===== src/rtl/smpq_pkg.sv =====
// Shared constants for the sample FIFO: register addresses, byte width and
// the pin-function code that routes the almost-full bit to the interrupt line.
package smpq_pkg;
    localparam int ADDR_W = 4;
    localparam int BYTE_W = 8;

    localparam logic [ADDR_W-1:0] A_STATUS  = 4'h0;
    localparam logic [ADDR_W-1:0] A_IRQ_EN  = 4'h1;
    localparam logic [ADDR_W-1:0] A_PIN_FN  = 4'h2;
    localparam logic [ADDR_W-1:0] A_WMARK   = 4'h3;
    localparam logic [ADDR_W-1:0] A_MODE    = 4'h4;
    localparam logic [ADDR_W-1:0] A_WR_PTR  = 4'h5;
    localparam logic [ADDR_W-1:0] A_RD_PTR  = 4'h6;
    localparam logic [ADDR_W-1:0] A_LOST    = 4'h7;
    localparam logic [ADDR_W-1:0] A_OCC     = 4'h8;
    localparam logic [ADDR_W-1:0] A_DATA_HI = 4'h9;
    localparam logic [ADDR_W-1:0] A_DATA_LO = 4'hA;

    localparam logic [1:0] PIN_FN_IRQ = 2'd3;
endpackage


===== src/rtl/smpq_store.sv =====
// Sample storage with write/read pointers, occupancy and lost-sample counter.
// Assumes DEPTH is a power of two (pointer distance equals occupancy mod DEPTH).
// A pop on an empty store is ignored and pop_data reads 0. A push into a full
// store overwrites the oldest entry when rollover is set, otherwise it is dropped.
module smpq_store #(
    parameter  int DEPTH = 32,
    parameter  int DW    = 16,
    localparam int PTR_W = $clog2(DEPTH),
    localparam int CNT_W = PTR_W + 1
) (
    input  logic             clk,
    input  logic             rst_n,
    input  logic             push_i,
    input  logic [DW-1:0]    push_data_i,
    input  logic             pop_i,
    input  logic             rollover_i,
    output logic [DW-1:0]    pop_data_o,
    output logic [PTR_W-1:0] wr_ptr_o,
    output logic [PTR_W-1:0] rd_ptr_o,
    output logic [CNT_W-1:0] occ_o,
    output logic [CNT_W-1:0] occ_nxt_o,
    output logic [PTR_W-1:0] lost_o
);
    localparam logic [CNT_W-1:0] OCC_FULL = CNT_W'(DEPTH);
    localparam logic [PTR_W-1:0] LOST_MAX = PTR_W'(DEPTH - 1);
    localparam logic [PTR_W-1:0] PTR_LAST = PTR_W'(DEPTH - 1);

    logic [DW-1:0]    mem [DEPTH];
    logic [PTR_W-1:0] wr_ptr_q, rd_ptr_q;
    logic [CNT_W-1:0] occ_q, occ_d;
    logic [PTR_W-1:0] lost_q;
    logic             full, empty, pop_ok, push_room, push_ovw, push_drop, wr_en;

    function automatic logic [PTR_W-1:0] ptr_inc(input logic [PTR_W-1:0] p);
        return (p == PTR_LAST) ? '0 : p + PTR_W'(1);
    endfunction

    // Classify this cycle's push and pop against the current occupancy.
    always_comb begin
        full      = (occ_q == OCC_FULL);
        empty     = (occ_q == '0);
        pop_ok    = pop_i && !empty;
        push_room = push_i && (!full || pop_ok);
        push_ovw  = push_i && full && !pop_ok && rollover_i;
        push_drop = push_i && full && !pop_ok && !rollover_i;
        wr_en     = push_room || push_ovw;
    end

    // Next occupancy: only a push into free space or a lone pop changes it.
    always_comb begin
        occ_d = occ_q;
        if (push_room && !pop_ok)      occ_d = occ_q + CNT_W'(1);
        else if (pop_ok && !push_room) occ_d = occ_q - CNT_W'(1);
    end

    // Sample array write port; contents need no reset.
    always_ff @(posedge clk) begin
        if (wr_en) mem[wr_ptr_q] <= push_data_i;
    end

    // Pointer and occupancy registers.
    always_ff @(posedge clk) begin
        if (!rst_n) begin
            wr_ptr_q <= '0;
            rd_ptr_q <= '0;
            occ_q    <= '0;
        end else begin
            if (wr_en)             wr_ptr_q <= ptr_inc(wr_ptr_q);
            if (pop_ok || push_ovw) rd_ptr_q <= ptr_inc(rd_ptr_q);
            occ_q <= occ_d;
        end
    end

    // Lost-sample counter: saturating, cleared by a successful pop.
    always_ff @(posedge clk) begin
        if (!rst_n)                                          lost_q <= '0;
        else if (pop_ok)                                     lost_q <= '0;
        else if ((push_ovw || push_drop) && lost_q != LOST_MAX) lost_q <= lost_q + PTR_W'(1);
    end

    assign pop_data_o = empty ? '0 : mem[rd_ptr_q];
    assign wr_ptr_o   = wr_ptr_q;
    assign rd_ptr_o   = rd_ptr_q;
    assign occ_o      = occ_q;
    assign occ_nxt_o  = occ_d;
    assign lost_o     = lost_q;

    AST_OCC_RANGE: assert property (@(posedge clk) disable iff (!rst_n)
        occ_q <= OCC_FULL);
    AST_PTR_GAP: assert property (@(posedge clk) disable iff (!rst_n)
        PTR_W'(wr_ptr_q - rd_ptr_q) == PTR_W'(occ_q));
    AST_DROP_HOLDS: assert property (@(posedge clk) disable iff (!rst_n)
        push_i && full && !pop_i && !rollover_i |=> $stable(wr_ptr_q) && $stable(rd_ptr_q) && $stable(occ_q));
    AST_OVW_ADVANCE: assert property (@(posedge clk) disable iff (!rst_n)
        push_i && full && !pop_i && rollover_i |=> rd_ptr_q == ptr_inc($past(rd_ptr_q)) && occ_q == OCC_FULL);
    AST_LOST_CAP: assert property (@(posedge clk) disable iff (!rst_n)
        lost_q == LOST_MAX && !pop_i |=> lost_q == LOST_MAX);
    AST_EMPTY_POP: assert property (@(posedge clk) disable iff (!rst_n)
        pop_i && occ_q == '0 |=> $stable(rd_ptr_q));
    AST_BOTH_KEEP: assert property (@(posedge clk) disable iff (!rst_n)
        push_i && pop_i && occ_q != '0 |=> $stable(occ_q));
endmodule


===== src/rtl/smpq_flag.sv =====
// Almost-full status bit and interrupt gating.
// The condition is evaluated on the occupancy as it will be after this cycle.
// In per-sample mode each arriving sample re-sets the bit while the condition
// holds; in crossing mode only a false-to-true change of the condition sets it.
// A setting event in the same cycle as a clearing read wins.
module smpq_flag #(
    parameter  int DEPTH = 32,
    localparam int PTR_W = $clog2(DEPTH),
    localparam int CNT_W = PTR_W + 1
) (
    input  logic             clk,
    input  logic             rst_n,
    input  logic             sample_i,
    input  logic [CNT_W-1:0] occ_nxt_i,
    input  logic [PTR_W-1:0] wmark_i,
    input  logic             edge_mode_i,
    input  logic             clr_i,
    input  logic             irq_en_i,
    input  logic [1:0]       pin_fn_i,
    output logic             flag_o,
    output logic             irq_n_o
);
    import smpq_pkg::*;

    logic [CNT_W-1:0] thresh;
    logic             cond_nxt, cond_q, set_evt, flag_q;

    // Threshold and the post-update almost-full condition.
    always_comb begin
        thresh   = CNT_W'(DEPTH) - CNT_W'(wmark_i);
        cond_nxt = (occ_nxt_i >= thresh);
        set_evt  = edge_mode_i ? (cond_nxt && !cond_q) : (sample_i && cond_nxt);
    end

    // Condition history and the status bit itself.
    always_ff @(posedge clk) begin
        if (!rst_n) begin
            cond_q <= 1'b0;
            flag_q <= 1'b0;
        end else begin
            cond_q <= cond_nxt;
            if (set_evt)    flag_q <= 1'b1;
            else if (clr_i) flag_q <= 1'b0;
        end
    end

    assign flag_o  = flag_q;
    assign irq_n_o = !(flag_q && irq_en_i && (pin_fn_i == PIN_FN_IRQ));

    AST_FLAG_NEEDS_COND: assert property (@(posedge clk) disable iff (!rst_n)
        !flag_q && !cond_nxt |=> !flag_q);
    AST_EDGE_NO_REPEAT: assert property (@(posedge clk) disable iff (!rst_n)
        edge_mode_i && cond_q && cond_nxt && !flag_q |=> !flag_q);
    AST_LEVEL_RESET: assert property (@(posedge clk) disable iff (!rst_n)
        !edge_mode_i && sample_i && cond_nxt |=> flag_q);
    AST_READ_CLEARS: assert property (@(posedge clk) disable iff (!rst_n)
        clr_i && !sample_i && !edge_mode_i |=> !flag_q);
endmodule


===== src/rtl/smpq_regs.sv =====
// Register file and read path. Holds the configuration fields, turns reads of
// the status and data-high addresses into clear and pop strobes, and keeps the
// low byte of the last popped sample. Read data is registered (one-clock latency).
// Assumes a sample is exactly two bytes wide.
module smpq_regs #(
    parameter  int DEPTH = 32,
    parameter  int DW    = 16,
    localparam int PTR_W = $clog2(DEPTH),
    localparam int CNT_W = PTR_W + 1
) (
    input  logic                          clk,
    input  logic                          rst_n,
    input  logic                          reg_wr_i,
    input  logic                          reg_rd_i,
    input  logic [smpq_pkg::ADDR_W-1:0]   reg_addr_i,
    input  logic [smpq_pkg::BYTE_W-1:0]   reg_wdata_i,
    output logic [smpq_pkg::BYTE_W-1:0]   reg_rdata_o,
    input  logic [PTR_W-1:0]              wr_ptr_i,
    input  logic [PTR_W-1:0]              rd_ptr_i,
    input  logic [CNT_W-1:0]              occ_i,
    input  logic [PTR_W-1:0]              lost_i,
    input  logic [DW-1:0]                 pop_data_i,
    input  logic                          flag_i,
    output logic                          pop_o,
    output logic                          clr_o,
    output logic [PTR_W-1:0]              wmark_o,
    output logic                          rollover_o,
    output logic                          edge_mode_o,
    output logic                          irq_en_o,
    output logic [1:0]                    pin_fn_o
);
    import smpq_pkg::*;

    logic [PTR_W-1:0]  wmark_q;
    logic              rollover_q, edge_mode_q, irq_en_q;
    logic [1:0]        pin_fn_q;
    logic [BYTE_W-1:0] lo_hold_q, rdata_q;
    logic              unused_wdata;

    assign unused_wdata = ^reg_wdata_i[BYTE_W-1:PTR_W];

    // Side-effect strobes decoded from the read address.
    assign pop_o = reg_rd_i && (reg_addr_i == A_DATA_HI);
    assign clr_o = reg_rd_i && (reg_addr_i == A_STATUS);

    // Configuration field writes.
    always_ff @(posedge clk) begin
        if (!rst_n) begin
            wmark_q     <= '0;
            rollover_q  <= 1'b0;
            edge_mode_q <= 1'b0;
            irq_en_q    <= 1'b0;
            pin_fn_q    <= '0;
        end else if (reg_wr_i) begin
            case (reg_addr_i)
                A_IRQ_EN: irq_en_q <= reg_wdata_i[0];
                A_PIN_FN: pin_fn_q <= reg_wdata_i[1:0];
                A_WMARK:  wmark_q  <= reg_wdata_i[PTR_W-1:0];
                A_MODE: begin
                    rollover_q  <= reg_wdata_i[0];
                    edge_mode_q <= reg_wdata_i[1];
                end
                default: ;
            endcase
        end
    end

    // Low-byte holding register, loaded on every data-high read.
    always_ff @(posedge clk) begin
        if (!rst_n)     lo_hold_q <= '0;
        else if (pop_o) lo_hold_q <= pop_data_i[BYTE_W-1:0];
    end

    // Registered read multiplexer.
    always_ff @(posedge clk) begin
        if (!rst_n) rdata_q <= '0;
        else if (reg_rd_i) begin
            case (reg_addr_i)
                A_STATUS:  rdata_q <= BYTE_W'(flag_i);
                A_IRQ_EN:  rdata_q <= BYTE_W'(irq_en_q);
                A_PIN_FN:  rdata_q <= BYTE_W'(pin_fn_q);
                A_WMARK:   rdata_q <= BYTE_W'(wmark_q);
                A_MODE:    rdata_q <= BYTE_W'({edge_mode_q, rollover_q});
                A_WR_PTR:  rdata_q <= BYTE_W'(wr_ptr_i);
                A_RD_PTR:  rdata_q <= BYTE_W'(rd_ptr_i);
                A_LOST:    rdata_q <= BYTE_W'(lost_i);
                A_OCC:     rdata_q <= BYTE_W'(occ_i);
                A_DATA_HI: rdata_q <= pop_data_i[DW-1:BYTE_W];
                A_DATA_LO: rdata_q <= lo_hold_q;
                default:   rdata_q <= '0;
            endcase
        end
    end

    assign reg_rdata_o = rdata_q;
    assign wmark_o     = wmark_q;
    assign rollover_o  = rollover_q;
    assign edge_mode_o = edge_mode_q;
    assign irq_en_o    = irq_en_q;
    assign pin_fn_o    = pin_fn_q;

    AST_STATUS_READBACK: assert property (@(posedge clk) disable iff (!rst_n)
        reg_rd_i && reg_addr_i == A_STATUS |=> reg_rdata_o == BYTE_W'($past(flag_i)));
endmodule


===== src/rtl/smpq_top.sv =====
// Sample FIFO top: connects storage, almost-full flag logic and the register
// file. Samples enter on smp_valid; the host reads and configures through a
// byte-wide strobe interface with one-clock read latency.
module smpq_top #(
    parameter  int DEPTH    = 32,
    parameter  int SAMPLE_W = 16,
    localparam int PTR_W    = $clog2(DEPTH),
    localparam int CNT_W    = PTR_W + 1
) (
    input  logic                        clk,
    input  logic                        rst_n,
    input  logic                        smp_valid,
    input  logic [SAMPLE_W-1:0]         smp_data,
    input  logic                        reg_wr,
    input  logic                        reg_rd,
    input  logic [smpq_pkg::ADDR_W-1:0] reg_addr,
    input  logic [smpq_pkg::BYTE_W-1:0] reg_wdata,
    output logic [smpq_pkg::BYTE_W-1:0] reg_rdata,
    output logic                        irq_n
);
    import smpq_pkg::*;

    logic [SAMPLE_W-1:0] pop_data;
    logic [PTR_W-1:0]    wr_ptr, rd_ptr, lost, wmark;
    logic [CNT_W-1:0]    occ, occ_nxt;
    logic                pop, clr, flag, rollover, edge_mode, irq_en;
    logic [1:0]          pin_fn;

    smpq_store #(.DEPTH(DEPTH), .DW(SAMPLE_W)) u_store (
        .clk         (clk),
        .rst_n       (rst_n),
        .push_i      (smp_valid),
        .push_data_i (smp_data),
        .pop_i       (pop),
        .rollover_i  (rollover),
        .pop_data_o  (pop_data),
        .wr_ptr_o    (wr_ptr),
        .rd_ptr_o    (rd_ptr),
        .occ_o       (occ),
        .occ_nxt_o   (occ_nxt),
        .lost_o      (lost)
    );

    smpq_flag #(.DEPTH(DEPTH)) u_flag (
        .clk         (clk),
        .rst_n       (rst_n),
        .sample_i    (smp_valid),
        .occ_nxt_i   (occ_nxt),
        .wmark_i     (wmark),
        .edge_mode_i (edge_mode),
        .clr_i       (clr),
        .irq_en_i    (irq_en),
        .pin_fn_i    (pin_fn),
        .flag_o      (flag),
        .irq_n_o     (irq_n)
    );

    smpq_regs #(.DEPTH(DEPTH), .DW(SAMPLE_W)) u_regs (
        .clk         (clk),
        .rst_n       (rst_n),
        .reg_wr_i    (reg_wr),
        .reg_rd_i    (reg_rd),
        .reg_addr_i  (reg_addr),
        .reg_wdata_i (reg_wdata),
        .reg_rdata_o (reg_rdata),
        .wr_ptr_i    (wr_ptr),
        .rd_ptr_i    (rd_ptr),
        .occ_i       (occ),
        .lost_i      (lost),
        .pop_data_i  (pop_data),
        .flag_i      (flag),
        .pop_o       (pop),
        .clr_o       (clr),
        .wmark_o     (wmark),
        .rollover_o  (rollover),
        .edge_mode_o (edge_mode),
        .irq_en_o    (irq_en),
        .pin_fn_o    (pin_fn)
    );

    AST_IRQ_QUIET: assert property (@(posedge clk) disable iff (!rst_n)
        (pin_fn != PIN_FN_IRQ || !irq_en) |-> irq_n);
    AST_IRQ_DROPS_ON_READ: assert property (@(posedge clk) disable iff (!rst_n)
        clr && !smp_valid && !edge_mode |=> irq_n);
endmodule


===== config.mk =====
export PLATFORM = sky130hd
export DESIGN_NAME = smpq_top
export DESIGN_NICKNAME = d
export VERILOG_FILES = /design/src/rtl/smpq_pkg.sv /design/src/rtl/smpq_store.sv /design/src/rtl/smpq_flag.sv /design/src/rtl/smpq_regs.sv /design/src/rtl/smpq_top.sv
export SDC_FILE = /design/constraint.sdc
export NUM_CORES = 1
export LEC_CHECK = 0
export CAP_MARGIN = 20
export CORE_MARGIN = 2
export CORE_UTILIZATION = 64
export CTS_BUF_LIST = sky130_fd_sc_hd__clkbuf_4
export DETAILED_ROUTE_END_ITERATION = 8
export GPL_TIMING_DRIVEN = 1
export PLACE_DENSITY = 0.9
export RECOVER_POWER = 50
export SYNTH_ARGS = -nofsm -noshare
export SYNTH_HDL_FRONTEND = slang
export SYNTH_SLANG_ARGS = --single-unit

===== constraint.sdc =====
create_clock -name clk -period 4.5 [get_ports clk]
set_input_delay 1.35 -clock clk [delete_from_list [all_inputs] [get_ports clk]]
set_output_delay 1.35 -clock clk [all_outputs]
set_load 0.005 [all_outputs]

---- Word-level counts from Yosys, hierarchy flattened ----
Memory sizes are Yosys's and may differ from the RTL's. A register that Yosys moved wholly into a read port is not among the register bits.
Cells that the tools add are included.
operators by class
  add/sub/neg operators ................... 6
  multiply operators ...................... 0
  divide/modulo/power cells ............... 0
  magnitude comparators ................... 1
  equality and inequality tests ........... 15
  shift operators ......................... 0
  multiplexer cells ....................... 13
  bitwise gates (word level) .............. 1
  reductions and logical operators ........ 34
operator list
  cell                 number
  $pmux 8 s11          1
  $mux 5               4
  $eq 4x3->1 const B   4
  $mux 16              1
  $add 5x1->5 const B  3
  $logic_and 1x1->1    15
  $eq 4x4->1 const B   3
  $mux 6               2
  $eq 5x5->1 const B   2
  $eq 4x2->1 const B   2
  $reduce_and 2->1     4
  $logic_not 1->1      7
  $add 6x1->6 const B  1
  $eq 6x6->1 const B   1
  $ge 6x6->1           1
  $logic_not 6->1      1
  $sub 6x1->6 const B  1
  $sub 6x5->6 const A  1
  $mux 1               5
  $ne 5x5->1 const B   1
  $eq 4x1->1 const B   1
  $logic_not 4->1      1
  $logic_or 1x1->1     4
  $eq 2x2->1 const B   1
  3 further kinds      3
word-level totals
  bits in registers ....................... 49
  bits in latches ......................... 0
  memory bits (writable) .................. 512
  ROM bits ................................ 0
  input port bits ......................... 33
  output and inout bits ................... 9
  logic and storage cells ................. 84
  memories kept ........................... 1
memories
  memory       words  bits a word  read ports  clocked after memory_dff  wr ports  line              text
  u_store.mem  32     16           1           1                         1         smpq_store.sv:28  logic [DW-1:0] mem [DEPTH];

---- Logic depth before layout (Yosys ltp) ----
Gate-level depths: netlist of the first run.
  depth after elaboration ................. 13
  mapped depth ............................ 13
  gate-level depth less buffers ........... 12

---- Cells and area by module ----
A second synthesis of the first run with hierarchy kept.
second synthesis, totals
  cells, all modules ...................... 1214
  area, all modules ....................... 22880.7 um^2
by module, submodules not included
  module      instances  cells an instance  area each (um^2)  sequential area each (um^2)
  smpq_store  1          1002               21061.4           15895.2
  smpq_regs   1          177                1529.0            520.5
  smpq_flag   1          35                 290.3             40.0

---- Worst setup path before layout of the first run ----
No wires, ideal clock.
  kind .................................... input to register
  from .................................... input port reg_addr[2] in the netlist's numbering
  to ...................................... register u_flag.cond_q
  library setup time ...................... 134 ps
  arrival ................................. 3593 ps
  data required time ...................... 4366 ps
  setup slack ............................. 774 ps
  stages on the path ...................... 11
  buffers on the path ..................... 1
  cell sequence ........................... buf_2 > nand4bb_2 > a2111oi_2 > a31oi_1 > xnor2_1 > ha_1 > nand2b_1 > a21o_1 > a21o_1 > a211oi_1 > o22ai_1
on the way
  word-level cells in the longest chain between the ends .. 10
  elaborated cells between the ends (all ways) .. 12
  those cells by class .................... 1 x order compare; 1 x eq/ne; 2 x mux; 8 x reduce/logical
RTL lines
  element                 line              text
  start: declaration      smpq_top.sv:16    input logic [smpq_pkg::ADDR_W-1:0] reg_addr,
  $eq 4x4->1 (*)          smpq_regs.sv:43   assign pop_o = reg_rd_i && (reg_addr_i == A_DATA_HI);
  $logic_and 1x1->1 (*)   smpq_regs.sv:43
  $logic_and 1x1->1 (*)   smpq_store.sv:42  pop_ok = pop_i && !empty;
  $logic_or 1x1->1        smpq_store.sv:43  push_room = push_i && (!full || pop_ok);
  $logic_and 1x1->1       smpq_store.sv:43
  $logic_not 1->1         smpq_store.sv:53  else if (pop_ok && !push_room) occ_d = occ_q - CNT_W'(1);
  $logic_and 1x1->1       smpq_store.sv:53
  $mux 6                  smpq_store.sv:53
  $mux 6 (*)              smpq_store.sv:52  if (push_room && !pop_ok) occ_d = occ_q + CNT_W'(1);
  $ge 6x6->1 (*)          smpq_flag.sv:31   cond_nxt = (occ_nxt_i >= thresh);
  end signal: assignment  smpq_flag.sv:41   cond_q <= cond_nxt;
  end: declaration        smpq_flag.sv:26   logic cond_nxt, cond_q, set_evt, flag_q;
Every way passes the cells marked *; elsewhere a longest branch is shown, timed or not.
A chain may end at the register's enable or synchronous reset.

---- Worst setup path after layout of the first run ----
  from .................................... input port reg_addr[2] in the netlist's numbering
  to ...................................... memory u_store.mem[12][6], enable pin
on the way
  word-level cells in the longest chain between the ends .. 9
  elaborated cells between the ends (all ways) .. 11
  those cells by class .................... 1 x eq/ne; 2 x mux; 8 x reduce/logical
RTL lines
  element                           line              text
  $eq 4x4->1 (*)                    smpq_regs.sv:43
  $logic_and 1x1->1 (*)             smpq_regs.sv:43
  $logic_and 1x1->1 (*)             smpq_store.sv:42
  $logic_not 1->1                   smpq_store.sv:44  push_ovw = push_i && full && !pop_ok && rollover_i;
  $logic_and 1x1->1 (2 in series)   smpq_store.sv:44
  $logic_or 1x1->1 (*)              smpq_store.sv:46  wr_en = push_room || push_ovw;
  $mux 1 (*)                        smpq_store.sv:58  if (wr_en) mem[wr_ptr_q] <= push_data_i;
  $mux 1 (implied by the code) (*)  smpq_store.sv:58
  end: declaration                  smpq_store.sv:28
Marked as above.

==> out/qor.txt, run 1 <==
Die Height - 193 µm
largest net degree at the start of global routing - 64
initial antenna violation count - 4
share of layout cells above drive strength 1 - 28.6%
slew of the pin with the lowest slew margin - 1.42 ns
status - finished clean
clock skew - 0.0481 ns
Clock Latency Late Sink - 0.84 ns
DR WL/cell - 30.1 µm
CP Class - in -> reg
Cell Area, Synth - 22700 µm²
Syn Nets - 1300
first-pass GRT wire length - 85.2 mm
Max Clk Rate - 253 MHz
crit path DAT - 4.46 ns
Final Hold Fails - 0
fraction of registers with async set/reset - 0%
LEAKAGE - 8.41 nW
count of pins over their slew limit - 0
GRT overflow - 0
number of global-route vias before repair - 14200
Routed Wire Length - 61.2 mm
max cap viols - 0
final setup violation count - 0
CP required - 5.01 ns
cells after synthesis - 1249
Post-CTS Setup Bufs - 0
Initial Util - 64.4%
sequential share of the synthesized area - 72.3%
CTS root buf - clkbuf_4
Relative slew margins - 5.09%
port bufs - 38
number of nets in the layout - 1517
commonest non-fill, non-tap cell in the layout - edfxtp_1
Netlist cell types - 68
number of synthesized flops with an enable pin - 512
Final Critical Period - 3.95 ns
crit path cell chain - dlygate4sd3_1 > and4bb_1 > nand2_2 > buf_4 > a31oi_1 > clkbuf_1 > nand2_1 > nor2_1 > buf_4
TritonRoute pass-1 iters - 7
Finished Layout Cells - 2031
Setup TNS - 0 ns
All-Layer GR Usage - 32.1%
# DRC - 0
synthesized flop and latch total - 566
post_cts resized - 0
Max stage delay cell, worst path - dlygate4sd3_1
CP dominant cell by count - buf_4
Rows - 69
dpl ws - 0.193 ns
io pins - 42
final worst-path cycle share - 87.8%
Core Region - 35300 µm²
Routed Antenna Nets - 0
Num Clock Sinks - 566
Critical Path Max Stage Delay - 0.67 ns
top post-synthesis cells by area - edfxtp_1 68%, mux4_2 12%, dfxtp_1 4.8%
ys flop type - edfxtp_1
maximum vdd drop - 307 µV
P&R area growth vs syn - 13.5%
# hold bufs at CTS - 0
largest area contributor in the netlist - edfxtp_1
syn avg cell area - 18.2 µm²
post-synth top area share - 67.6%
crit end category - flop
setup ws final - 0.547 ns
Via Count - 14200
post-layout util - 73.1%
# placed instances - 1771
Top delay family on crit path - simple AND/OR/NAND/NOR gates
CP Buf/Inv Count - 4
vias per cell - 7.00
cts bufs inserted - 141
Hold WC Path Type - reg -> reg
pwr/cell area - 406 nW/µm²
GPL Wtd Cong - 0.887
Synth Warn # - 0
Iteration-0 DRC Markers - 2285
RSZ-0062 raised after global routing - false
Clk pin slew, worst setup/hold paths - 0.08 ns
most frequent cells in the layout - 512 x edfxtp_1, 198 x clkbuf_4, 124 x mux4_2
CTS H-tree lvls - 4
die area - 37100 µm²
Max Buffers Root-to-Sink - 3
CP Launch Type - primary input
Die Width - 193 µm
CTS tree - done
Post-DP HPWL - 33.8 mm
CP max FO - 8
[synth_stat cells, types with 3 or more instances]
library cell / count
buf_2: 19
ha_1: 18
a221oi_1: 3
clkbuf_1: 24
a31oi_1: 12
nor2_1: 73
o211ai_1: 5
xnor2_1: 8
o31ai_1: 5
dfxtp_1: 54
and3_1: 8
mux4_2: 124
o22ai_1: 3
a221o_1: 6
buf_1: 4
a22oi_1: 34
or3_1: 3
nand3b_1: 5
a2111oi_0: 4
a21oi_1: 33
buf_6: 4
nand2b_1: 6
nand3_1: 24
inv_1: 17
mux2_2: 9
nor3_1: 11
a21o_1: 5
a22o_1: 3
a211oi_1: 6
nor2b_1: 12
buf_4: 15
and2_1: 5
mux2i_1: 27
a32oi_1: 4
nand2_1: 61
or4_1: 5
edfxtp_1: 512
nand4_1: 9
o21ai_0: 32
[cells by family (layout without fill, tap and decap cells)]
logic type,Yosys count,count (layout),share of synthesized area [%]
buf+inv,85,403,1.89
other cells,0,3,0
flops,566,566,72.3
fa+ha+maj,18,18,0.990
compound gates,165,165,4.87
mux,160,160,13.9
xor+xnor,10,10,0.385
simple gates,245,245,5.62
[where the power goes]
group / switching, mW / internal, mW / total, mW
clock network: 2.13 / 2.15 / 4.28
registers: 0.0348 / 5.76 / 5.79
logic: 0.265 / 0.149 / 0.415
total: 2.43 / 8.05 / 10.5
[registers in the layout, indices dropped and copies added (netlist names), 2 cells and up, named ones only]
name / flops
u_store.lost_o: 5
u_regs.wmark_o: 5
u_store.wr_ptr_o: 5
u_store.rd_ptr_o: 5
u_store.mem: 512
u_store.occ_o: 6
u_regs.lo_hold_q: 8
u_regs.pin_fn_o: 2
u_regs.reg_rdata_o: 8
[area by class of cell]
type                    count  area, µm²
inverters                  19       71.3
diodes                      3       7.51
multi-input cells         598       5860
fillers                  1900       9500
flip-flops and latches    566      16500
clock buffers             198       1490
well taps                 461        577
clock inverters            46        244
repair buffers            140       1110
[final timing paths]
kind | slack (ns) | depth (start not counted) | startpoint | to
worst max-delay path | 0.55 | 9 | reg_addr[2] | u_store.mem[12][6]
worst min register to register | 0.51 | 2 | u_regs.lo_hold_q[5] | u_regs.lo_hold_q[5]
worst max register to register | 1.08 | 12 | u_store.occ_o[1] | u_flag.cond_q
worst min-delay path | 0.51 | 2 | u_regs.lo_hold_q[5] | u_regs.lo_hold_q[5]
[worst reg2reg max path: cells and delay by family (launching register included)]
kind / cells / cell delay (ns)
AND/OR/NAND/NOR: 2 / 0.31
flip-flops: 1 / 0.54
adder cells (fa/ha/maj): 2 / 0.52
XOR/XNOR: 1 / 0.25
AO/OA/AOI/OAI: 6 / 1.53
buffers and inverters: 1 / 0.15
[metrics by stage]
stage / instance area (µm²) / hold slack, ns / power [mW]
6_report: 25800 / 0.515 / 10.5
5_1_grt: 25800 / 0.523 / 10.8
4_1_cts: 25800 / 0.523 / 10.4
3_5_place_dp: 24100 / 0.496 / 6.30
3_3_place_gp: 24100 / 0.485 / 6.28
2_1_floorplan: 22700 / 0.442 / 6.12
[layer usage]
layer,up-vias,routed length [µm],track usage [%]
li1,5594,-,-
met1,6935,20500,41.7
met2,1412,29500,50.6
met3,283,7690,7.80
met4,0,3510,17.4
met5,-,0,0
No activity file was read; power rests on OpenSTA's default activity.
==> run 2: changes to the inputs <==
CORE_UTILIZATION = 65   (was 64)
DONT_BUFFER_PORTS = 1   (was not set)
==> run 2 against run 1 <==
- combinational power is 35% lower
- clock skew is 0.022 ns higher
- sequential share of layout area increased by 1.7 points
- core utilization down 0.26 points
- worst hold slack gained 0.019 ns
==> out/qor.txt, run 2 (synthesis results as in run 1) <==
Core Region - 34500 µm² (-2.2%)
largest net degree at the start of global routing - 72 (+13%)
All-Layer GR Usage - 31.4% (-0.64 points)
Setup TNS - 0 ns (unchanged)
reg2reg start - u_store.occ_o[0]
die area - 36500 µm² (-1.5%)
max FFs per register - 512 (unchanged)
clock skew - 0.0702 ns (+0.0221 ns)
CP required - 5.20 ns (+0.19 ns)
Routed Wire Length - 55.4 mm (-9.4%)
Max Buffers Root-to-Sink - 3 (unchanged)
GPL Wtd Cong - 0.852 (-4.0%)
cts bufs inserted - 136 (-3.5%)
max cap viols - 0 (unchanged)
Via Count - 13200 (-7.0%)
# placed instances - 1706 (-3.7%)
initial antenna violation count - 1 (-3)
io pins - 42 (unchanged)
CTS H-tree lvls - 4 (unchanged)
first-pass GRT wire length - 81.7 mm (-4.1%)
Num Clock Sinks - 566 (unchanged)
Rows - 68 (-1.4%)
CP max FO - 6 (-2)
number of nets in the layout - 1441 (-5.0%)
Hold WC Path Type - reg -> reg
P&R area growth vs syn - 10.6%
GRT overflow - 0 (unchanged)
Clk pin slew, worst setup/hold paths - 0.06 ns (-0.02 ns)
vias per cell - 6.84 (-2.4%)
crit path DAT - 4.39 ns (-0.07 ns)
Iteration-0 DRC Markers - 1994 (-13%)
final worst-path cycle share - 82.1% (-5.7 points)
number of global-route vias before repair - 13400 (-5.2%)
hold depth - 2 (unchanged)
TritonRoute pass-1 iters - 8 (+1)
hold endpoint - u_regs.rollover_o
# DRC - 0 (unchanged)
most frequent cells in the layout - 512 x edfxtp_1, 192 x clkbuf_4, 124 x mux4_2
CP Launch Type - flop
slew of the pin with the lowest slew margin - 1.15 ns (-0.276 ns)
Relative slew margins - 22.4% (+17 points)
status - finished clean
Post-CTS Setup Bufs - 0 (unchanged)
flop-to-flop setup slack - 0.80 ns (-0.28 ns)
multi-input logic area - 5820 µm² (-0.60%)
register area - 16500 µm² (about the same)
LEAKAGE - 8.12 nW (-3.5%)
final setup violation count - 0 (unchanged)
dpl ws - 0.634 ns (+0.441 ns)
Die Height - 191 µm (-0.76%)
Die Width - 191 µm (-0.76%)
crit end category - flop
count of pins over their slew limit - 0 (unchanged)
setup ws final - 0.805 ns (+0.257 ns)
Largest Register - u_store.mem
R2R Path End - u_flag.cond_q
Worst R2R Path Depth - 12 (unchanged)
Routed Antenna Nets - 0 (unchanged)
Final Hold Fails - 0 (unchanged)
Clock Latency Late Sink - 0.85 ns (about the same)
Initial Util - 65.9% (+1.4 points)
share of layout cells above drive strength 1 - 28.7% (+0.15 points)
Tot Pwr - 10.1 mW (-3.2%)
Finished Layout Cells - 1935 (-4.7%)
CP Class - reg -> reg
fill cell count - 1961 (+3.2%)
Max Clk Rate - 271 MHz (+7.0%)
commonest non-fill, non-tap cell in the layout - edfxtp_1
Post-DP HPWL - 33.0 mm (-2.5%)
CTS root buf - clkbuf_4
DR WL/cell - 28.6 µm (-5.0%)
post_cts resized - 0 (unchanged)
worst hold slack - 0.534 ns (+0.0188 ns)
pwr/cell area - 403 nW/µm² (-0.71%)
RSZ-0062 raised after global routing - false
port bufs - 0 (-100%)
# hold bufs at CTS - 0 (unchanged)
Final Critical Period - 3.70 ns (-0.257 ns)
CTS tree - done
min-delay src - u_regs.rollover_o
maximum vdd drop - 284 µV (-7.5%)
==> run 2: worst max-delay path by stage <==
stage                     startpoint             to  depth (start not counted)
detailed placement       reg_addr[2]  u_flag.cond_q                         10
global route        u_store.occ_o[1]  u_flag.cond_q                         12
finish              u_store.occ_o[0]  u_flag.cond_q                         12
global placement         reg_addr[2]  u_flag.cond_q                         10
CTS                 u_store.occ_o[1]  u_flag.cond_q                         12
floorplan                reg_addr[2]  u_flag.cond_q                         11
==> run 2: worst max-delay path, cell delays in order, from the launching register on <==
cell and delay [ns]:
dfxtp_1 0.39, inv_1 0.15, ha_1 0.22, nor4b_1 0.94
a2111oi_2 0.28, a31oi_1 0.26, xnor2_1 0.17, ha_1 0.26
nand2b_1 0.14, a21o_1 0.17, a21o_1 0.17, a211oi_1 0.29
o22ai_1 0.13
==> run 2: where the power goes <==
| part | internal, mW | switching [mW] |
|---|---|---|
| Clock | 2.09 | 2.00 |
| Sequential | 5.76 | 0.0325 |
| Combinational | 0.116 | 0.154 |
==> run 2: layout make-up <==
class                      instances  share of cell area (%)
antenna                            1                 0.00994
clock buffer                     192                    5.73
clock inverter                    35                   0.920
inverter                          19                   0.283
multi-input combinational        598                    23.1
sequential                       566                    65.4
tap                              455                    2.26
timing repair buffer              69                    2.24
==> run 2: layer usage <==
metal,track usage [%],wire [µm],up-vias
met1,40.5,18800,6454
met2,50.5,27000,1106
met3,8.85,6950,224
li1,-,-,5447
met5,0,0,-
met4,14.1,2570,0
==> run 2: per-stage QoR <==
| stage | cell area (µm²) | util [%] |
|---|---|---|
| CTS | 25200 | 72.9 |
| floorplan | 22700 | - |
| global route | 25200 | 72.8 |
| global placement | 23500 | 68.0 |
| detailed placement | 23500 | 68.0 |
| finish | 25200 | 72.8 |
